**src/rtl/rps_pkg.sv**
```systemverilog
package rps_pkg;
  typedef enum logic [1:0] {
    ST_OFF     = 2'd0,
    ST_UP_WAIT = 2'd1,
    ST_ON      = 2'd2,
    ST_DN_WAIT = 2'd3
  } seq_state_t;
endpackage

```
**src/rtl/rps_sync.sv**
```systemverilog
module rps_sync #(
  parameter int WIDTH  = 2,
  parameter int STAGES = 2
) (
  input  logic             clk,
  input  logic             rst,
  input  logic [WIDTH-1:0] d,
  output logic [WIDTH-1:0] q
);
  logic [WIDTH-1:0] chain [STAGES];

  always_ff @(posedge clk) begin
    if (rst) chain[0] <= '0;
    else     chain[0] <= d;
  end

  for (genvar s = 1; s < STAGES; s++) begin : g_stage
    always_ff @(posedge clk) begin
      if (rst) chain[s] <= '0;
      else     chain[s] <= chain[s-1];
    end
  end

  assign q = chain[STAGES-1];
endmodule

```
**src/rtl/rps_delay_timer.sv**
```systemverilog
module rps_delay_timer #(
  parameter int DELAY_W      = 8,
  parameter int TICKS_PER_MS = 1000
) (
  input  logic               clk,
  input  logic               rst,
  input  logic               load,
  input  logic               run,
  input  logic [DELAY_W-1:0] delay_val,
  input  logic               us_tick,
  output logic               done
);
  localparam int PRE_W = (TICKS_PER_MS > 1) ? $clog2(TICKS_PER_MS) : 1;
  localparam logic [PRE_W-1:0] PRE_LAST = PRE_W'(TICKS_PER_MS - 1);

  logic [PRE_W-1:0]   pre_q;
  logic [DELAY_W-1:0] remain_q;
  logic               active;

  assign active = run && us_tick && (remain_q != '0);

  always_ff @(posedge clk) begin
    if (rst) begin
      pre_q    <= '0;
      remain_q <= '0;
    end else if (load) begin
      pre_q    <= '0;
      remain_q <= delay_val;
    end else if (active) begin
      if (pre_q == PRE_LAST) begin
        pre_q    <= '0;
        remain_q <= remain_q - 1'b1;
      end else begin
        pre_q <= pre_q + 1'b1;
      end
    end
  end

  assign done = (remain_q == '0);
endmodule

```
**src/rtl/retimer_pwr_seq.sv**
```systemverilog
module retimer_pwr_seq #(
  parameter int DELAY_W      = 8,
  parameter int TICKS_PER_MS = 1000,
  parameter int SYNC_STAGES  = 2
) (
  input  logic               clk,
  input  logic               rst,
  input  logic               us_tick,
  input  logic               attach_in,
  input  logic               force_pwr_in,
  input  logic [DELAY_W-1:0] delay_ms,
  output logic               pwr_en,
  output logic               rst_n_out
);
  import rps_pkg::*;

  logic [1:0]  sync_q;
  logic        att_s, frc_s;
  seq_state_t  state_q, state_d;
  logic        load, run, done;
  logic        pwr_q, rstn_q;

  rps_sync #(.WIDTH(2), .STAGES(SYNC_STAGES)) u_sync (
    .clk (clk),
    .rst (rst),
    .d   ({force_pwr_in, attach_in}),
    .q   (sync_q)
  );
  assign att_s = sync_q[0];
  assign frc_s = sync_q[1];

  assign run = (state_q == ST_UP_WAIT) || (state_q == ST_DN_WAIT);

  rps_delay_timer #(.DELAY_W(DELAY_W), .TICKS_PER_MS(TICKS_PER_MS)) u_timer (
    .clk       (clk),
    .rst       (rst),
    .load      (load),
    .run       (run),
    .delay_val (delay_ms),
    .us_tick   (us_tick),
    .done      (done)
  );

  // Sequencing: supply before reset release, reset before supply removal.
  always_comb begin
    state_d = state_q;
    load    = 1'b0;
    unique case (state_q)
      ST_OFF: begin
        if (att_s) begin
          state_d = ST_UP_WAIT;
          load    = 1'b1;
        end
      end
      ST_UP_WAIT: begin
        if (!att_s) begin
          if (frc_s) state_d = ST_OFF;
          else begin
            state_d = ST_DN_WAIT;
            load    = 1'b1;
          end
        end else if (done) begin
          state_d = ST_ON;
        end
      end
      ST_ON: begin
        if (!att_s) begin
          if (frc_s) state_d = ST_OFF;
          else begin
            state_d = ST_DN_WAIT;
            load    = 1'b1;
          end
        end
      end
      ST_DN_WAIT: begin
        if (att_s) begin
          state_d = ST_UP_WAIT;
          load    = 1'b1;
        end else if (frc_s || done) begin
          state_d = ST_OFF;
        end
      end
      default: state_d = ST_OFF;
    endcase
  end

  always_ff @(posedge clk) begin
    if (rst) begin
      state_q <= ST_OFF;
      pwr_q   <= 1'b0;
      rstn_q  <= 1'b0;
    end else begin
      state_q <= state_d;
      pwr_q   <= (state_d != ST_OFF) || frc_s;
      rstn_q  <= (state_d == ST_ON);
    end
  end

  assign pwr_en    = pwr_q;
  assign rst_n_out = rstn_q;
endmodule

```
**config.mk**
```make
export PLATFORM = sky130hd
export DESIGN_NAME = retimer_pwr_seq
export DESIGN_NICKNAME = d
export VERILOG_FILES = /design/src/rtl/rps_pkg.sv /design/src/rtl/rps_sync.sv /design/src/rtl/rps_delay_timer.sv /design/src/rtl/retimer_pwr_seq.sv
export SDC_FILE = /design/constraint.sdc
export NUM_CORES = 1
export LEC_CHECK = 0
export BUFFER_PORTS_ARGS = -buffer_cell sky130_fd_sc_hd__clkbuf_2
export CORE_ASPECT_RATIO = 2
export CORE_MARGIN = 3
export CORE_UTILIZATION = 51
export CTS_BUF_LIST = sky130_fd_sc_hd__clkbuf_16
export DETAILED_ROUTE_END_ITERATION = 10
export PLACE_DENSITY = 0.71
export SLEW_MARGIN = 10
export SYNTH_ARGS = -nofsm -noshare
export SYNTH_HDL_FRONTEND = slang
export SYNTH_SLANG_ARGS = --single-unit
```
**constraint.sdc**
```tcl
create_clock -name clk -period 2 [get_ports clk]
set_input_delay 0.2 -clock clk [delete_from_list [all_inputs] [get_ports clk]]
set_output_delay 0.2 -clock clk [all_outputs]
set_load 0.005 [all_outputs]
```
==> flow_summary.toml, run 1 <==
[run_status]
outcome = "finished clean"

[sta]
post-route-period-util = 0.9229
maxSlewHeadroom = 0.6909
hold_ws_ns = 0.1440
rsz0062_at_grt = "no"
maxSlewViolCount = 0
finalCriticalPeriod_ns = 1.846
setup_viol = 0
final.setup_skew_ns = 0.003186
fin_tns_setup_ns = 0
hold_viol_final = 0
worstMarginPinSlew_ns = 0.4595
fmaxAchievable_ghz = 0.5418

[global_route]
antenna_found_initial = 0
grt_max_degree = 16
track_usage = 0.2032
grt.overflow.total = 0
grt_pass1_vias = 1227
grt_first_pass_wirelength_mm = 5.257

[clock_tree]
ctsHoldBuffers = 0
htreeDepth = 1
cts_buffers = 3
cts-root-buf = "clkbuf_16"
clock_latency_ns = 0.26
cts_tree = "done"
clock_sink_count = 26
clock_path_buffers = 2
cts.clk_slew.worst_paths_ns = 0.07

[floorplan]
dieArea_um2 = 3465
core-area_um2 = 2603
dieWidth_um = 43.15
die_h_um = 80.30
rows = 26
start_util = 0.5409
num_io_pins = 15

[setup_path]
required_ns = 2.15
slowest_delay_ns = 0.41
arrival_ns = 2.00
r2r_cells = 7
start_kind = "register"
end_kind = "register"
r2r_start = "u_timer.remain_q[0]$_SDFFE_PP0P_"
cp_slowest_cell = "nor4_1"
rrSetupSlack_ns = 0.15
crit_chain = "inv_1, ha_1, nor4b_4, a21o_2, nor4_1, xnor2_1, nor2_1"
crit_fanout = 5
reg2reg_to = "u_timer.pre_q[8]$_SDFFE_PP0P_"
crit_type = "reg -> reg"
startpoint = "u_timer.remain_q[0]$_SDFFE_PP0P_"

[yosys]
synth-edff-count = 0
synthAdderAreaFrac = 0.06222
yosysTopAreaCell = "dfxtp_1"
synth_area_leaders = "dfxtp_1 (37%), xnor2_1 (6.8%), ha_1 (6.2%)"
synth.distinct_cells = 36
synth-xor-area-share = 0.09956
synth_top_family_by_area = "simple AND/OR/NAND/NOR gates"
synthFlopType = "dfxtp_1"
muxShareOfSynthArea = 0.02133
ys_ff_latch = 26
synth-simple-area-share = 0.2604
netlist.area_leader.share = 0.3698
syn_area_um2 = 1408
synth-async-reset-ratio = 0
yosys_warnings = 0
synthCells = 151
syn_avg_cell_area_um2 = 9.322
syn_nets = 171
seq_area_frac_synth = 0.3698
synth-compound-area-share = 0.1467

[detailed_routing]
first_pass_iters = 4
drt_iter0_markers = 41
post_drt_wl_per_cell_um = 16.24
vias = 1168
ant_nets = 0
drc = 0
wl_mm = 3.248
viasPerCell = 5.840

[final_layout]
final_nets = 193
seq_area_um2 = 520.5
multi_input_comb_area_um2 = 830.8
drive_gt1_frac = 0.2267
area_delta_synth_final_pct = 16.27
layout_commonest_cell = "dfxtp_1"
utilization = 0.6288
antenna_cells = 0
final_cell_mix = "dfxtp_1 (26), nor2_1 (19), clkbuf_2 (14)"
nFillCells = 230

[placed_design]
dp_hpwl_mm = 2.616
globalplace.congestion = 0.9107
io_buffers = 14

[hold_path]
hp-start = "force_pwr_in"
min_path_type = "in -> reg"
min_path_cells = 2
hold-path-endpoint = "u_sync.chain[0][1]$_SDFF_PP0_"

[power_and_ir_drop]
power.density_nw_per_um2 = 799.9
p_leak_nw = 0.6635
ir_drop_v = 0.0006114
power.total_mw = 1.309

[run]
max_cap_violations = 0
[kinds of logic after synthesis]
kind of cell    after synthesis
mux                           3
buf+inv                      11
fa+ha+maj                     7
flops                        26
compound gates               25
simple gates                 63
xor+xnor                     16
[through the flow]
step	setup WS (ns)	cells	area [um^2]
after detailed placement	0.1040	195	1524
after CTS	0.09349	199	1629
after global placement	0.1991	195	1524
after global routing	0.004250	200	1637
after floorplan	0.2995	151	1408
final	0.1543	200	1637
[sequential cells by signal, summed over array words and instances, names as in the netlist]
name	count
state_q	2
rst_n_out	1
pwr_en	1
u_timer.remain_q	8
u_sync.chain	4
u_timer.pre_q	10
[metal layers]
metal  GRT usage  part of all wire  up-vias  wire length [um]
met5           0                 0        -                 0
met4      0.1239             0.034        0               112
met3     0.02242             0.019       11                63
met2      0.4050              0.61       20              1967
met1      0.1784              0.34      564              1106
li1            -                 -      573                 -
[cell type report]
type / instances / area share
multi-input cells: 114 / 0.5076
repair buffers: 20 / 0.07034
well taps: 28 / 0.02141
clock inverters: 1 / 0.01835
inverters: 8 / 0.01835
flip-flops and latches: 26 / 0.3180
clock buffers: 3 / 0.04587
[cells in the mapped netlist, drive strengths merged, types with 3 or more instances]
library cell / n
nor4: 4
a21oi: 6
nand3: 8
nor3: 3
xnor2: 11
inv: 8
nor2: 20
xor2: 5
nand2: 7
dfxtp: 26
nand4: 6
ha: 7
mux2i: 3
a22o: 8
nor2b: 7
o21ai: 6
[where the power goes]
group / switching (mW) / internal, mW
logic: 0.0877 / 0.0739
clock network: 0.190 / 0.399
registers: 0.0227 / 0.537
total: 0.300 / 1.01
[worst max-delay path: cells and delay by family, from the launching register on]
family	cells	cell delay, ns
DFF	1	0.40
adders and majority gates	1	0.20
and+or+nand+nor	3	0.61
AOI/OAI and AO/OA	1	0.26
buffers and inverters	1	0.09
xor gates and xnor gates	1	0.17
[repair_timing]
| action | 4_1_cts | 5_1_grt |
|---|---|---|
| setup buffers | 0 | 1 |
| gates resized for setup | 0 | 1 |
| setup endpoints to repair | 0 | 15 |
[worst max path at each step]
stage | end | slack (ns) | cells past startpoint
final | u_timer.pre_q[8]$_SDFFE_PP0P_ | 0.15 | 7
after global routing | u_timer.pre_q[8]$_SDFFE_PP0P_ | 0.004 | 7
after CTS | u_timer.pre_q[7]$_SDFFE_PP0P_ | 0.09 | 8
after detailed placement | u_timer.pre_q[7]$_SDFFE_PP0P_ | 0.10 | 8
after global placement | u_timer.remain_q[0]$_SDFFE_PP0P_ | 0.20 | 7
after floorplan | u_timer.remain_q[7]$_SDFFE_PP0P_ | 0.30 | 8
Note: power is estimated with default switching activity, not from simulation.
==> run 2, diff against run 1 <==
==> constraint.sdc (replaced) <==
create_clock -name clk -period 2.25 [get_ports clk]
set_input_delay 0.225 -clock clk [delete_from_list [all_inputs] [get_ports clk]]
set_output_delay 0.225 -clock clk [all_outputs]
set_load 0.005 [all_outputs]
==> run 2 against run 1 <==
Against the previous run: fmax is 3.9% lower; wire length down 4.8%; worst hold slack better by 0.030 ns; total power decreased by 12%; critical path type unchanged; cell area decreased by 1.8%.
==> flow_summary.toml, run 2 (synthesized netlist as in run 1, its figures left out) <==
[run_status]
outcome = "finished clean"

[detailed_routing]
ant_nets = 0
drt_iter0_markers = 38
drc = 0
first_pass_iters = 4
wl_mm = 3.091
viasPerCell = 5.929
post_drt_wl_per_cell_um = 15.77
vias = 1162

[clock_tree]
post_cts.repair.setup_buffers = 0
cts_tree = "done"
clock_path_buffers = 2
cts_buffers = 3
htreeDepth = 1
clock_sink_count = 26
cts.clk_slew.worst_paths_ns = 0.06
clock_latency_ns = 0.26
ctsHoldBuffers = 0
cts_resized = 0
cts-root-buf = "clkbuf_16"

[floorplan]
dieWidth_um = 43.15
core-area_um2 = 2603
die_h_um = 80.30
start_util = 0.5409
dieArea_um2 = 3465
rows = 26
num_io_pins = 15

[sta]
maxSlewViolCount = 0
final.setup_skew_ns = 0.001641
finalCriticalPeriod_ns = 1.920
fin_tns_setup_ns = 0
fmaxAchievable_ghz = 0.5209
setup_viol = 0
post-route-period-util = 0.8532
rsz0062_at_grt = "no"
worstMarginPinSlew_ns = 0.5864
maxSlewHeadroom = 0.6076
hold_viol_final = 0

[final_layout]
drive_gt1_frac = 0.2083
largest_reg_flops = 10
largest_register = "u_timer.pre_q"
layout_commonest_cell = "dfxtp_1"
final_cell_mix = "dfxtp_1 (26), nor2_1 (19), clkbuf_2 (14)"
area_delta_synth_final_pct = 14.13
antenna_cells = 0
reg_top3 = "u_timer.pre_q (10), u_timer.remain_q (8), u_sync.chain (4)"
final_nets = 189

[global_route]
grt_first_pass_wirelength_mm = 5.237
grtUsageMet3 = 0.03139
grtUsageMet1 = 0.1729
grt.overflow.total = 0
grt_max_degree = 16
grt_pass1_vias = 1233
track_usage = 0.2002
grt_busiest_layer = "met2"
antenna_found_initial = 0
grt_use_met2 = 0.3843

[placed_design]
io_buffers = 14
dp_hpwl_mm = 2.340
globalplace.congestion = 0.8831

[power_and_ir_drop]
ir_drop_v = 0.0007161
seq_power_share = 0.432
switchingPower_uw = 259.9
p_leak_nw = 0.6430
clkPwrFrac = 0.448
comb_power_share = 0.120
p_int_uw = 893.2
swShare = 0.2254
power.total_mw = 1.153
power.density_nw_per_um2 = 717.7

[run]
max_cap_violations = 0

[hold_path]
min_path_type = "in -> reg"
hp-start = "force_pwr_in"

[setup_path]
arrival_ns = 2.07
required_ns = 2.40
startpoint = "u_timer.remain_q[0]$_SDFFE_PP0P_"
start_kind = "register"
r2r_start = "u_timer.remain_q[0]$_SDFFE_PP0P_"
crit_fanout = 8
end_kind = "register"
crit_type = "reg -> reg"
==> run 2: cell types whose count changed in the layout (fill, tap and decap cells not counted), sizes merged <==
cell and change:
buf -4
==> run 2: power groups by stage <==
stage          Sequential, mW  Clock [mW]  Combinational, mW
6_report                0.498       0.517              0.139
5_1_grt                 0.499       0.540              0.156
4_1_cts                 0.497       0.520              0.141
3_5_place_dp            0.508           0              0.137
3_3_place_gp            0.507           0              0.132
2_1_floorplan           0.501           0              0.103
==> run 2: critical path, stage by stage (launching register included) <==
cell	delay (ns)
dfxtp_1	0.42
inv_1	0.09
ha_1	0.20
nor4b_4	0.15
a21oi_2	0.38
buf_4	0.24
nand4_1	0.13
xor2_1	0.16
nor2_1	0.05
==> run 2: cell type report <==
type / instances / area, um^2
Clock buffer: 3 / 75.07
Sequential cell: 26 / 520.5
Fill cell: 240 / 996.0
Inverter: 8 / 30.03
Tap cell: 28 / 35.03
Multi-Input combinational cell: 114 / 830.8
Timing Repair Buffer: 16 / 85.08
Clock inverter: 1 / 30.03
==> run 2: layer usage <==
layer / vias to the layer above / part of all wire
met4: 0 / 0.047
met1: 554 / 0.34
met3: 16 / 0.026
met5: - / 0
li1: 565 / -
met2: 27 / 0.58
==> run 2: stage by stage <==
stage | utilization | cells | setup slack (ns) | hold slack (ns) | instance area, um^2
2_1_floorplan | - | 151 | 0.5495 | 0.2966 | 1408
3_3_place_gp | 0.5769 | 192 | 0.4462 | 0.4198 | 1501
3_5_place_dp | 0.5769 | 192 | 0.3722 | 0.4451 | 1501
4_1_cts | 0.6173 | 196 | 0.3324 | 0.1762 | 1607
5_1_grt | 0.6173 | 196 | 0.1560 | 0.1805 | 1607
6_report | 0.6173 | 196 | 0.3303 | 0.1741 | 1607
==> run 2: worst paths after layout <==
check | slack (ns) | depth (start not counted) | end
setup / recovery | 0.33 | 8 | u_timer.pre_q[7]$_SDFFE_PP0P_
hold / removal | 0.17 | 2 | u_sync.chain[0][1]$_SDFF_PP0_
setup reg to reg | 0.33 | 8 | u_timer.pre_q[7]$_SDFFE_PP0P_
hold reg to reg | 0.45 | 1 | u_sync.chain[1][0]$_SDFF_PP0_
==> run 3, diff against run 2 <==
--- a/config.mk
+++ b/config.mk
@@ -11,7 +11,7 @@
 export CORE_UTILIZATION = 51
 export CTS_BUF_LIST = sky130_fd_sc_hd__clkbuf_16
 export DETAILED_ROUTE_END_ITERATION = 10
-export PLACE_DENSITY = 0.71
+export PLACE_DENSITY = 0.8
 export SLEW_MARGIN = 10
 export SYNTH_ARGS = -nofsm -noshare
 export SYNTH_HDL_FRONTEND = slang
==> run 3 against run 2 <==
Against the previous run: via count shrank 2.6%; clock-buffer cell count stayed put; final cell count down 0.51%; critical endpoint is now u_timer.remain_q[0]$_SDFFE_PP0P_; sequential power is essentially flat; critical path depth shrank 1.
==> flow_summary.toml, run 3 (synthesized netlist as in run 1, its figures left out) <==
[run_status]
outcome = "finished clean"

[floorplan]
num_io_pins = 15
start_util = 0.5409
dieWidth_um = 43.15
dieArea_um2 = 3465
core-area_um2 = 2603
die_h_um = 80.30
rows = 26

[final_layout]
stdcell_count = 195
largest_reg_flops = 10
largest_register = "u_timer.pre_q"
utilization = 0.6058
reg_top3 = "u_timer.pre_q (10), u_timer.remain_q (8), u_sync.chain (4)"
stdcell_area_um2 = 1577
antenna_cells = 0
final_nets = 189
nFillCells = 222
final_cell_mix = "dfxtp_1 (26), nor2_1 (19), clkbuf_2 (14)"
layout_commonest_cell = "dfxtp_1"
area_delta_synth_final_pct = 12.00
drive_gt1_frac = 0.2036

[sta]
setup_ws_ns = 0.1961
fmaxAchievable_ghz = 0.4869
maxSlewViolCount = 0
hold_ws_ns = 0.1773
worstMarginPinSlew_ns = 0.5641
finalCriticalPeriod_ns = 2.054
fin_tns_setup_ns = 0
setup_viol = 0
hold_viol_final = 0
final.setup_skew_ns = 0.005219
rsz0062_at_grt = "no"
maxSlewHeadroom = 0.6225
post-route-period-util = 0.9128

[detailed_routing]
drt_iter0_markers = 36
vias = 1132
drc = 0
wl_mm = 3.044
first_pass_iters = 4
ant_nets = 0
post_drt_wl_per_cell_um = 15.61
viasPerCell = 5.805

[setup_path]
arrival_ns = 2.19
crit_fanout = 9
start_kind = "register"
required_ns = 2.39
end_kind = "register"
crit_type = "reg -> reg"

[global_route]
track_usage = 0.1895
grt_max_degree = 14
grt_pass1_vias = 1223
grt.overflow.total = 0
grt_first_pass_wirelength_mm = 5.037
antenna_found_initial = 0

[clock_tree]
cts_resized = 0
cts-root-buf = "clkbuf_16"
clock_latency_ns = 0.26
cts_buffers = 3
cts.clk_slew.worst_paths_ns = 0.06
clock_sink_count = 26
cts_tree = "done"
htreeDepth = 1
ctsHoldBuffers = 0
post_cts.repair.setup_buffers = 0
clock_path_buffers = 2

[power_and_ir_drop]
comb_power_share = 0.136
switchingPower_uw = 246.2
swShare = 0.2412
power.total_mw = 1.020
clkPwrFrac = 0.376
p_int_uw = 774.3
power.density_nw_per_um2 = 647.3
p_leak_nw = 0.6288
seq_power_share = 0.488
ir_drop_v = 0.0008305

[placed_design]
preCtsSetupSlack_ns = 0.3364
postPlaceCellArea_um2 = 1501
io_buffers = 14
globalplace.congestion = 0.9233
dp_cells = 192
dp_hpwl_mm = 2.232

[hold_path]
min_path_type = "in -> reg"

[run]
max_cap_violations = 0
## run 3: cell types whose count changed in the layout (fill, tap and decap cells not counted)
| cell | change |
|---|---|
| bufinv_16 | -1 |
## run 3: power by group through the flow
stage | sequential, mW | combinational, mW | clock (mW)
global route | 0.500 | 0.152 | 0.409
global placement | 0.507 | 0.131 | 0
finish | 0.498 | 0.138 | 0.384
CTS | 0.498 | 0.139 | 0.384
detailed placement | 0.507 | 0.135 | 0
floorplan | 0.501 | 0.103 | 0
## run 3: layout make-up
type,count,area (um^2),share of cell area
multi-input cells,114,830.8,0.5270
inverters,8,30.03,0.01905
well taps,28,35.03,0.02222
clock buffers,3,75.07,0.04762
repair buffers,16,85.08,0.05397
flip-flops and latches,26,520.5,0.3302
## run 3: path summary, 6_finish.rpt
check,slack [ns],cells past startpoint,from,to
worst max-delay path,0.20,7,u_timer.remain_q[0]$_SDFFE_PP0P_,u_timer.remain_q[0]$_SDFFE_PP0P_
worst min-delay path,0.18,2,force_pwr_in,u_sync.chain[0][1]$_SDFF_PP0_
worst max register to register,0.20,7,u_timer.remain_q[0]$_SDFFE_PP0P_,u_timer.remain_q[0]$_SDFFE_PP0P_
worst min register to register,0.44,1,u_sync.chain[0][1]$_SDFF_PP0_,u_sync.chain[1][1]$_SDFF_PP0_
## run 3: layer usage
metal	routed length (um)	vias to the layer above	part of all wire	GRT usage
met1	1058	541	0.35	0.1609
met5	0	-	0	0
met4	125	0	0.041	0.1118
met2	1800	17	0.59	0.3858
met3	61	10	0.020	0.02018
li1	-	564	-	-
## run 3: worst max-delay path, stage by stage (launching register included)
cell and delay [ns]:
dfxtp_1 0.44, inv_1 0.11, ha_1 0.21, nor4b_4 0.15, a21oi_2 0.40, nand3_2 0.21, xnor2_1 0.17, a22o_1 0.24
